[src/rtl/sb_pkg.sv]
package sb_pkg;
    typedef enum logic [1:0] {
        UNIT_INT  = 2'd0,
        UNIT_FADD = 2'd1,
        UNIT_FMUL = 2'd2,
        UNIT_NONE = 2'd3
    } unit_e;

    localparam int NUM_UNITS = 3;
endpackage

[src/rtl/sb_lat_pipe.sv]
module sb_lat_pipe #(
    parameter int DEPTH = 3,
    parameter int IDXW  = 5
) (
    input  logic            clk,
    input  logic            rst_n,
    input  logic            in_vld,
    input  logic [IDXW-1:0] in_idx,
    output logic            out_vld,
    output logic [IDXW-1:0] out_idx
);
    logic [DEPTH-1:0] vld_q;
    logic [IDXW-1:0]  idx_q [DEPTH];

    always_ff @(posedge clk) begin
        if (!rst_n) begin
            vld_q <= '0;
            for (int i = 0; i < DEPTH; i++) idx_q[i] <= '0;
        end else begin
            vld_q[0] <= in_vld;
            idx_q[0] <= in_idx;
            for (int i = 1; i < DEPTH; i++) begin
                vld_q[i] <= vld_q[i-1];
                idx_q[i] <= idx_q[i-1];
            end
        end
    end

    assign out_vld = vld_q[DEPTH-1];
    assign out_idx = idx_q[DEPTH-1];
endmodule

[src/rtl/sb_busy_table.sv]
module sb_busy_table #(
    parameter int NREGS  = 32,
    parameter int NPORTS = 3,
    localparam int IDXW  = $clog2(NREGS)
) (
    input  logic                   clk,
    input  logic                   rst_n,
    input  logic                   set_en,
    input  logic [IDXW-1:0]        set_idx,
    input  logic [NPORTS-1:0]      clr_en,
    input  logic [NPORTS*IDXW-1:0] clr_idx,
    input  logic [IDXW-1:0]        rd_a,
    input  logic [IDXW-1:0]        rd_b,
    input  logic [IDXW-1:0]        rd_d,
    output logic [NREGS-1:0]       busy_q,
    output logic                   hazard
);
    logic [NREGS-1:0] busy_d;
    logic hz_a, hz_b, hz_d;

    always_comb begin
        busy_d = busy_q;
        for (int u = 0; u < NPORTS; u++) begin
            if (clr_en[u]) busy_d[clr_idx[u*IDXW +: IDXW]] = 1'b0;
        end
        if (set_en) busy_d[set_idx] = 1'b1;
        busy_d[0] = 1'b0;
    end

    always_ff @(posedge clk) begin
        if (!rst_n) busy_q <= '0;
        else        busy_q <= busy_d;
    end

    always_comb begin
        hz_a   = (rd_a != '0) && busy_q[rd_a];
        hz_b   = (rd_b != '0) && busy_q[rd_b];
        hz_d   = (rd_d != '0) && busy_q[rd_d];
        hazard = hz_a || hz_b || hz_d;
    end


    zero_reg_idle_chk: assert property (@(posedge clk) disable iff (!rst_n)
        !busy_q[0]);


    set_follow_chk: assert property (@(posedge clk) disable iff (!rst_n)
        (set_en && set_idx != '0) |=> busy_q[$past(set_idx)]);

    for (genvar u = 0; u < NPORTS; u++) begin : g_port_chk

        wb_on_busy_chk: assert property (@(posedge clk) disable iff (!rst_n)
            (clr_en[u] && clr_idx[u*IDXW +: IDXW] != '0) |-> busy_q[clr_idx[u*IDXW +: IDXW]]);

        clr_follow_chk: assert property (@(posedge clk) disable iff (!rst_n)
            (clr_en[u] && clr_idx[u*IDXW +: IDXW] != '0) |=> !busy_q[$past(clr_idx[u*IDXW +: IDXW])]);
    end
endmodule

[src/rtl/sb_issue_ctrl.sv]
module sb_issue_ctrl
    import sb_pkg::*;
#(
    parameter int NREGS    = 32,
    parameter int LAT_INT  = 3,
    parameter int LAT_FADD = 5,
    parameter int LAT_FMUL = 6,
    localparam int IDXW    = $clog2(NREGS),
    localparam int NU      = NUM_UNITS
) (
    input  logic               clk,
    input  logic               rst_n,
    input  logic               req_valid,
    input  logic [1:0]         req_unit,
    input  logic [IDXW-1:0]    req_src_a,
    input  logic [IDXW-1:0]    req_src_b,
    input  logic [IDXW-1:0]    req_dst,
    output logic               issue_ok,
    output logic [NREGS-1:0]   busy_vec,
    output logic [NU-1:0]      wb_vld,
    output logic [NU*IDXW-1:0] wb_reg
);
    logic hazard;
    logic unit_ok;

    assign unit_ok  = (unit_e'(req_unit) != UNIT_NONE);
    assign issue_ok = req_valid && unit_ok && !hazard;

    sb_busy_table #(
        .NREGS  (NREGS),
        .NPORTS (NU)
    ) table_i (
        .clk     (clk),
        .rst_n   (rst_n),
        .set_en  (issue_ok),
        .set_idx (req_dst),
        .clr_en  (wb_vld),
        .clr_idx (wb_reg),
        .rd_a    (req_src_a),
        .rd_b    (req_src_b),
        .rd_d    (req_dst),
        .busy_q  (busy_vec),
        .hazard  (hazard)
    );

    for (genvar u = 0; u < NU; u++) begin : g_unit
        localparam int LAT = (u == 0) ? LAT_INT : (u == 1) ? LAT_FADD : LAT_FMUL;
        sb_lat_pipe #(
            .DEPTH (LAT),
            .IDXW  (IDXW)
        ) pipe_i (
            .clk     (clk),
            .rst_n   (rst_n),
            .in_vld  (issue_ok && (req_unit == 2'(u))),
            .in_idx  (req_dst),
            .out_vld (wb_vld[u]),
            .out_idx (wb_reg[u*IDXW +: IDXW])
        );
    end


    src_free_chk: assert property (@(posedge clk) disable iff (!rst_n)
        (issue_ok && req_src_a != '0) |-> !busy_vec[req_src_a]);


    dst_free_chk: assert property (@(posedge clk) disable iff (!rst_n)
        (issue_ok && req_dst != '0) |-> !busy_vec[req_dst]);


    reserved_unit_chk: assert property (@(posedge clk) disable iff (!rst_n)
        (req_unit == 2'd3) |-> !issue_ok);
endmodule

[config.mk]
export PLATFORM = sky130hd
export DESIGN_NAME = sb_issue_ctrl
export DESIGN_NICKNAME = d
export VERILOG_FILES = /design/src/rtl/sb_pkg.sv /design/src/rtl/sb_lat_pipe.sv /design/src/rtl/sb_busy_table.sv /design/src/rtl/sb_issue_ctrl.sv
export SDC_FILE = /design/constraint.sdc
export NUM_CORES = 1
export LEC_CHECK = 0
export BUFFER_PORTS_ARGS = -buffer_cell sky130_fd_sc_hd__buf_2
export CELL_PAD_IN_SITES_DETAIL_PLACEMENT = 0
export CELL_PAD_IN_SITES_GLOBAL_PLACEMENT = 1
export CORE_MARGIN = 5
export CORE_UTILIZATION = 45
export DETAILED_ROUTE_END_ITERATION = 16
export GPL_ROUTABILITY_DRIVEN = 0
export PLACE_DENSITY = 0.86
export SYNTH_ARGS = -nofsm -noshare
export SYNTH_HDL_FRONTEND = slang
export SYNTH_SLANG_ARGS = --single-unit
[constraint.sdc]
create_clock -name clk -period 3.21 [get_ports clk]
set_input_delay 0.1605 -clock clk [delete_from_list [all_inputs] [get_ports clk]]
set_output_delay 0.1605 -clock clk [all_outputs]
set_load 0.03 [all_outputs]
# Word-level counts from Yosys, hierarchy flattened
# Memories as Yosys holds them, arrays and structs flattened.
# Index checks and enable logic that the tools add are counted.
[totals]
ff_bits = 46
ram_bits = 70
output_inout_bits = 51
memories = 3
[memory_table]
columns = ["name", "depth", "word_bits", "read_ports", "rd_ports_with_merged_regs", "wr", "line_no", "rtl"]
rows = [
  ["g_unit[2].pipe_i.idx_q", 6, 5, 6, 0, 6, "sb_lat_pipe.sv:13", "logic [IDXW-1:0] idx_q [DEPTH];"],
  ["g_unit[1].pipe_i.idx_q", 5, 5, 5, 0, 5, "sb_lat_pipe.sv:13", ""],
  ["g_unit[0].pipe_i.idx_q", 3, 5, 3, 0, 3, "sb_lat_pipe.sv:13", ""],
]
[op_classes]
magnitude_cmp = 10
eq_ne = 3
muxes = 34
bitwise_logic = 21
reduce_logical = 19
[ops]
columns = ["op", "count"]
rows = [
  ["2-to-1 mux 32 bit", 4],
  ["AND 32 bit", 3],
  ["NOT 32 bit", 3],
  ["2-to-1 mux 5 bit", 14],
  ["less-than comparator 5 x 6 -> 1 bit (second input constant)", 6],
  ["OR 32 bit", 1],
  ["demux 1 bit (select 5 bit)", 4],
  ["greater-or-equal comparator 5 x 1 -> 1 bit (second input constant)", 4],
  ["binary-select mux 1 bit (select 5 bit)", 3],
  ["nonzero test 5 bit", 3],
  ["OR 1 bit", 14],
  ["logical AND 1 bit", 12],
  ["2-to-1 mux 1 bit", 9],
  ["== test 2 x 1 -> 1 bit (second input constant)", 1],
  ["== test 2 bit (second input constant)", 1],
  ["zero test 2 bit", 1],
  ["logical OR 1 bit", 2],
  ["!= test 2 bit (second input constant)", 1],
  ["zero test 1 bit", 1],
]

# Depth between registers and ports, before layout
# Gate-level depths: netlist of the first run.
# An unclocked memory read counts as a cell.
[depth]
depth_word = 14
depth_mapped = 9
mapped_depth_nobuf = 6

# Cells and area by module
# A second synthesis of the first run with hierarchy kept.
[unflattened]
cells_unflattened = 495
hier_area_um2 = 5143.7
[by_module_without_submodules]
columns = ["module", "n_inst", "cells_each", "area_per_inst_um2", "seq_area_each_um2"]
rows = [
  ["sb_busy_table", 1, 300, 2662.6, 620.6],
  ["sb_lat_pipe (g_unit[2].pipe_i)", 1, 80, 1043.5, 720.7],
  ["sb_lat_pipe (g_unit[1].pipe_i)", 1, 68, 849.6, 600.6],
  ["sb_lat_pipe (g_unit[0].pipe_i)", 1, 42, 539.3, 360.3],
  ["sb_issue_ctrl", 1, 5, 48.8, 0.0],
]

# Worst setup path before layout of the first run
# OpenSTA, ideal clock, no wires.
[synth_path]
path_kind = "register to output"
from = "reg table_i.busy_q[29]"
to = "out issue_ok"
arrival_ns = 2.253
path_slack_ns = 0.797
stages_incl_launch_ff = 8
n_path_buf = 1
path_cell_list = "dfxtp_1 > mux4_2 > o211ai_2 > a21oi_2 > nor4_4 > buf_6 > nand2_1 > nor2_1"
[synth_via]
elab_chain_len = 7
word_cells_on_any_way = 13
cone_classes = "mux: 6; reduce/logical: 7"
[synth_rtl]
columns = ["element", "line_no", "rtl"]
rows = [
  ["start, declared", "sb_busy_table.sv:15", "output logic [NREGS-1:0] busy_q,"],
  ["start signal, assigned", "sb_busy_table.sv:32", "else busy_q <= busy_d;"],
  ["binary-select mux 1 bit (select 5 bit) (on tied branches)", "sb_busy_table.sv:36, sb_busy_table.sv:37", ""],
  ["2-to-1 mux 1 bit (on tied branches)", "sb_busy_table.sv:36, sb_busy_table.sv:37", ""],
  ["logical AND 1 bit (on tied branches)", "sb_busy_table.sv:36, sb_busy_table.sv:37", ""],
  ["logical OR 1 bit", "sb_busy_table.sv:39", "hazard = hz_a || hz_b || hz_d;"],
  ["logical OR 1 bit (*)", "sb_busy_table.sv:39", ""],
  ["zero test 1 bit (*)", "sb_issue_ctrl.sv:27", "assign issue_ok = req_valid && unit_ok && !hazard;"],
  ["logical AND 1 bit (*)", "sb_issue_ctrl.sv:27", ""],
  ["end, declared", "sb_issue_ctrl.sv:18", "output logic issue_ok,"],
]
# Every way passes the cells marked *; elsewhere a longest branch is shown, timed or not. The select of a mux whose other input is x is not followed.

# Worst setup path in the final report of the first run
[layout_path]
from = "reg table_i.busy_q[24]"
to = "out issue_ok"
# The elaborated chain is that of the path after synthesis.

==> results.md, run 1 <==
- Initial core utilization: 0.463
- CTS Sinks: 75
- Max Freq: 384 MHz
- Register area share after synthesis: 0.313
- Gr ovfl total: 0
- CTS resizes: 0
- Avg Inst Size Synth: 8.52 sq um
- Reg-to-reg endpoint: g_unit[2].pipe_i.vld_q[0]
- Post-synth net total: 584
- Vias per std cell: 5.99
- Post-route core utilization: 0.502
- First-pass GRT wire length: 23.0 mm
- CP Max Fanout: 16
- Worst Path Arrival: 2.44 ns
- Leakage: 1.92 nW
- Worst Hold Class: input pin to flip-flop
- RSZ-0062 raised after global routing: false
- Final number of hold-violating endpoints: 0
- Worst setup EP type: output port
- Relative slew slack: 0.551
- TritonCTS Buffers: 9
- H-tree levels: 3
- Worst reg2reg path depth: 7
- Post-DR wirelength/cell: 19.9 microns
- Synth warn: 0
- Data required time of the critical path: 3.05 ns
- Asr flop ratio synth: 0
- Post-route setup slack: 0.606 ns
- Top Ports: 71
- Post-synth EDFFs: 0
- Period utilization: 0.811
- Clock Tree Buf Depth: 2
- Status: finished, final reports clean
- Count of input and output buffers: 69
- Hold EP: g_unit[0].pipe_i.vld_q[0]
- Crit path time final: 2.60 ns
- Max VDD drop: 0.000306 V
- Synth Flop Type: dfxtp_1
- Die Ht: 113 microns
- Area leader, netlist: dfxtp_1
- DIE AREA: 12800 sq um
- CTS clock-pin slew for the worst setup and hold paths: 0.08 ns
- RR Startpoint: table_i.busy_q[24]
- Initial DRC Count: 429
- Vias in the first global route: 4240
- # DRC: 0
- Initial antenna violation count: 0
- Fin nets: 616
- GRT Util Overall: 0.226
- Setup TNS: 0 ns
- Mapped Cells: 564
- HPWL Detailed: 10.9 mm
- Endpoints failing setup: 0
- Setup Buffers After CTS: 0
- Count of cell types in the netlist: 62
- Synth area leaders: dfxtp_1, nand3_2, o21ai_2
- R2R Setup Slk: 0.98 ns
- Total number of vias: 4412
- Clock skew: 0.00898 ns
- Max_cap viols: 0
- Detail Route Antenna Nets: 0
- HP Start: req_unit[1]
- Most numerous cell in the Yosys netlist: dfxtp_1
- Clock root buffer: clkbuf_8
- # diodes: 0
- Row cnt: 37
- CP Class: flip-flop to output port
- Die Wd: 113 microns
- Final WL: 14.6 mm
- DRT Pass-1 Iters: 5
- Pwr dens: 369 nW/um^2
- Syn-to-layout area delta: 8.44%
- Post-synth top area share: 0.313
- #FFs+latches synth: 75
- Hold depth: 2
- Largest net degree at the start of global routing: 40
- Syn Std Cell Area: 4800 sq um
- Least-Margin Pin Slew: 0.674 ns
- Latest clock arrival within the worst-skew pair: 0.35 ns
- Critical path startpoint category: flip-flop
- CTS tree: done
- Layout cells sized above 1: 0.304
- Max-slew violations: 0
- Core ar.: 10400 sq um
- DP Worst Slack: 0.841 ns
- Top cells by count, synth: dfxtp_1, nor2_1, nand2_1
[per-layer routing]
metal / up-vias / wire length (microns) / track usage
met5: - / 0 / 0
met4: 0 / 314 / 0.0705
met3: 31 / 1150 / 0.0471
met2: 203 / 6970 / 0.370
met1: 2115 / 6220 / 0.300
li1: 2063 / - / -
[where the power goes]
| part | switching (W) | internal [W] | total [W] |
|---|---|---|---|
| clock | 0.000377 | 0.000369 | 0.000745 |
| sequential | 0.0000150 | 0.000943 | 0.000958 |
| combinational | 0.000153 | 0.0000656 | 0.000219 |
[flip-flops by register name (all words and copies together) (netlist names)]
| signal | count |
|---|---|
| g_unit.pipe_i.idx_q | 30 |
| g_unit.pipe_i.vld_q | 14 |
| table_i.busy_q | 31 |
[stage by stage]
stage                     hold WS, ns  area (sq um)  instances  power (W)
after detailed placement        0.383          5000        720    0.00119
after global placement          0.368          5000        720    0.00119
final                          0.0195          5210        737    0.00192
after CTS                     0.00120          5210        737    0.00193
after global routing         0.000852          5210        737    0.00200
after floorplan                 0.232          4800        564    0.00115
[logic make-up after synthesis]
logic type / count (synthesis) / synth area share
buf+inv: 64 / 0.0841
flops: 75 / 0.313
compound gates: 94 / 0.141
other cells: 1 / 0.000781
mux: 37 / 0.0992
simple gates: 293 / 0.362
[cell type report]
class                      instances  area, sq um
clock buffer                      10          128
clock inverter                     6         73.8
fill                            1038         5160
inverter                           8         30.0
multi-input combinational        425         2900
sequential                        75         1500
tap                              136          170
timing repair buffer              77          408
[worst max path at each step]
stage / startpoint / end / slack, ns / depth (start not counted)
2_1_floorplan: table_i.busy_q[29] / issue_ok / 0.80 / 7
3_3_place_gp: req_dst[0] / issue_ok / 0.89 / 9
3_5_place_dp: req_dst[0] / issue_ok / 0.84 / 9
4_1_cts: table_i.busy_q[24] / issue_ok / 0.61 / 8
5_1_grt: table_i.busy_q[29] / issue_ok / 0.48 / 8
6_report: table_i.busy_q[24] / issue_ok / 0.61 / 8
[what timing repair did]
item / in CTS / in global routing
endpoints found under the hold margin: 1 / 0
hold buffers: 1 / 0
setup endpoints to repair: 0 / 0
[placed cells by master, fill, tap and decap left out, types with 3 or more instances in the layout]
cell type  count
mux2_1         4
or3_2          7
and2_1        41
nand3_2       30
clkbuf_8       9
o22ai_1       17
buf_4          7
a21oi_1       21
and3_1         3
nor3b_1       10
mux4_1         3
nand3_1       13
nand2_1       45
a31oi_1        5
o21ai_2       30
buf_2         69
or3b_2         3
nand3b_1      14
nand4_1       14
mux2i_1       24
dfxtp_1       75
nand2b_1       7
a22oi_1        3
or3_1         10
mux4_2         4
nor4_1         7
or2_2          5
nor2b_1        4
inv_1          7
nor2_1        68
[worst max-delay path, cell delays in order, from the launching register on]
cell	delay, ns
dfxtp_1	0.39
mux4_2	0.49
o211ai_2	0.16
a21oi_2	0.06
nor4_4	0.31
buf_4	0.32
nand2_1	0.08
nor2_1	0.08
buf_2	0.20
Note: power is estimated with default switching activity, not from simulation.
==> inputs of run 2 (changes only) <==
- CORE_UTILIZATION: 45 -> 39
- PLACE_DENSITY: 0.86 -> 0.79
- clock period: 3.21 -> 2.37 ns (I/O delays scaled with it)
==> run 2 against run 1 <==
- sequential share of layout area fell by 2.1 points
- final cell count up 8.3%
- count of clock-buffer cells in the layout rose by 2
- clock skew up 0.0042 ns
- critical path depth stayed put
- die area up 14%
- register-to-register slack got worse by 0.79 ns
- non-clock buffer count rose by 29
- critical path type unchanged
==> results.md, run 2 (synthesis results as in run 1) <==
- Status: finished, final reports clean
- # DRC: 0
- Sequential Power Share: 0.434
- Gr ovfl total: 0
- Commonest non-fill, non-tap cell in the layout: dfxtp_1
- Max-slew violations: 0
- Placed cell area: 5210 sq um
- Count of input and output buffers: 69
- HPWL Detailed: 11.8 mm
- DIE AREA: 14600 sq um
- Period utilization: 0.978
- Vias in the first global route: 4369
- Initial core utilization: 0.398
- Data required time of the critical path: 2.25 ns
- Max_cap viols: 0
- Most frequent cells in the layout: dfxtp_1, buf_2, nor2_1
- Switching Share: 0.265
- Final Power: 0.00299 W
- Worst reg2reg path depth: 9
- CTS clock-pin slew for the worst setup and hold paths: 0.06 ns
- Register with the most flip-flops: table_i.busy_q
- Endpoints failing setup: 0
- Fin nets: 645
- First-pass GRT wire length: 24.4 mm
- R2R Setup Slk: 0.19 ns
- Die Ht: 121 microns
- HP Start: req_dst[4]
- Critical path startpoint category: flip-flop
- Leakage: 2.14 nW
- Int Pwr: 0.00220 W
- Pwr dens: 529 nW/um^2
- Row cnt: 40
- TritonCTS Buffers: 9
- DRT Pass-1 Iters: 6
- Vias per std cell: 5.80
- Worst setup EP type: output port
- Worst Path Arrival: 2.20 ns
- Hold EP: g_unit[2].pipe_i.idx_q[0][4]
- Final number of hold-violating endpoints: 0
- Biggest regs: table_i.busy_q: 31 flops, g_unit.pipe_i.idx_q: 30 flops, g_unit.pipe_i.vld_q: 14 flops
- Post-DR wirelength/cell: 19.9 microns
- Crit path time final: 2.32 ns
- Combinational power share: 0.127
- CP Max Fanout: 4
- Layout cells sized above 1: 0.357
- Final WL: 15.9 mm
- Reg-to-reg endpoint: table_i.busy_q[10]
- Largest net degree at the start of global routing: 34
- Max VDD drop: 0.000441 V
- Post-route setup slack: 0.0519 ns
- Least-Margin Pin Slew: 0.559 ns
- GRT Util Overall: 0.217
- CTS Sinks: 75
- Sw Pwr: 0.000793 W
- Worst Hold Class: input pin to flip-flop
- Top Ports: 71
- Detail Route Antenna Nets: 0
- Total number of vias: 4625
- H-tree levels: 3
- Hold depth: 2
- Clock skew: 0.0132 ns
- Syn-to-layout area delta: 17.7%
- CP Class: flip-flop to output port
- CTS tree: done
- Clock Tree Buf Depth: 2
- Clock root buffer: clkbuf_16
- Initial DRC Count: 445
- Max Freq: 431 MHz
- Core ar.: 12100 sq um
- Power share of the clock group: 0.439
- Initial antenna violation count: 0
- Latest clock arrival within the worst-skew pair: 0.35 ns
- Relative slew slack: 0.627
- Largest register FFs: 31
- # diodes: 0
- RR Startpoint: table_i.busy_q[25]
- Post-route cell area: 5650 sq um
- DP Worst Slack: 0.0896 ns
- Die Wd: 121 microns
run 2: changes by cell type in the layout (fill, tap and decap cells not counted), moves of 2 or more:
cell	previous run	this run
buf_12	0	2
dfxtp_2	0	6
clkbuf_8	9	2
nor2_2	0	2
buf_4	7	32
clkinvlp_4	2	0
nor2_1	68	66
dfxtp_1	75	69
clkbuf_16	0	9
run 2: what timing repair did:
action / in CTS / in global routing
endpoints found under the hold margin: 3 / 0
gates cloned: 1 / 0
gates resized for setup: 3 / 13
hold buffers: 2 / 0
pin swaps: 3 / 3
buffers inserted: 2 / 6
endpoints found under the setup margin: 1 / 1
run 2: worst max-delay path: stages, from the launching register on:
cell and delay [ns]:
dfxtp_1 0.35, mux4_2 0.48, o211ai_2 0.17, a21oi_2 0.07
nor4_4 0.31, buf_4 0.17, nand2_1 0.07, nor2_2 0.11
buf_6 0.14
run 2: how the worst max path moves through the flow:
stage                             from                 end  slack (ns)
floorplan           table_i.busy_q[29]            issue_ok        0.12
finish              table_i.busy_q[24]            issue_ok        0.05
global route        table_i.busy_q[15]            issue_ok      -0.002
detailed placement        req_src_b[0]  table_i.busy_q[22]        0.09
CTS                 table_i.busy_q[24]            issue_ok        0.02
global placement          req_src_b[0]  table_i.busy_q[17]        0.17
run 2: metrics by stage:
stage / util / std cells / hold slack (ns) / TNS, ns
final: 0.469 / 798 / 0.161 / 0
after global routing: 0.469 / 798 / 0.172 / -0.00221
after CTS: 0.462 / 792 / 0.151 / 0
after detailed placement: 0.432 / 771 / 0.336 / 0
after global placement: 0.432 / 771 / 0.328 / 0
after floorplan: - / 564 / 0.190 / 0
run 2: final cells by class:
class                      count  area (sq um)
clock buffer                  12           256
fill                        1163          6410
tap                          168           210
timing repair buffer         106           684
inverter                       8          30.0
multi-input combinational    425          2930
clock inverter                 4          31.3
sequential                    75          1510
run 2: power groups by stage:
stage	sequential [W]	clock (W)	combinational, W
after CTS	0.00130	0.00134	0.000354
after global placement	0.00133	0	0.000315
after detailed placement	0.00133	0	0.000319
after floorplan	0.00132	0	0.000230
after global routing	0.00130	0.00140	0.000403
final	0.00130	0.00131	0.000381
run 2: routing by layer:
metal,routed length [microns],track usage,up-vias
li1,-,-,2127
met1,6470,0.275,2210
met2,7520,0.346,245
met3,1290,0.0508,43
met4,597,0.101,0
met5,0,0,-
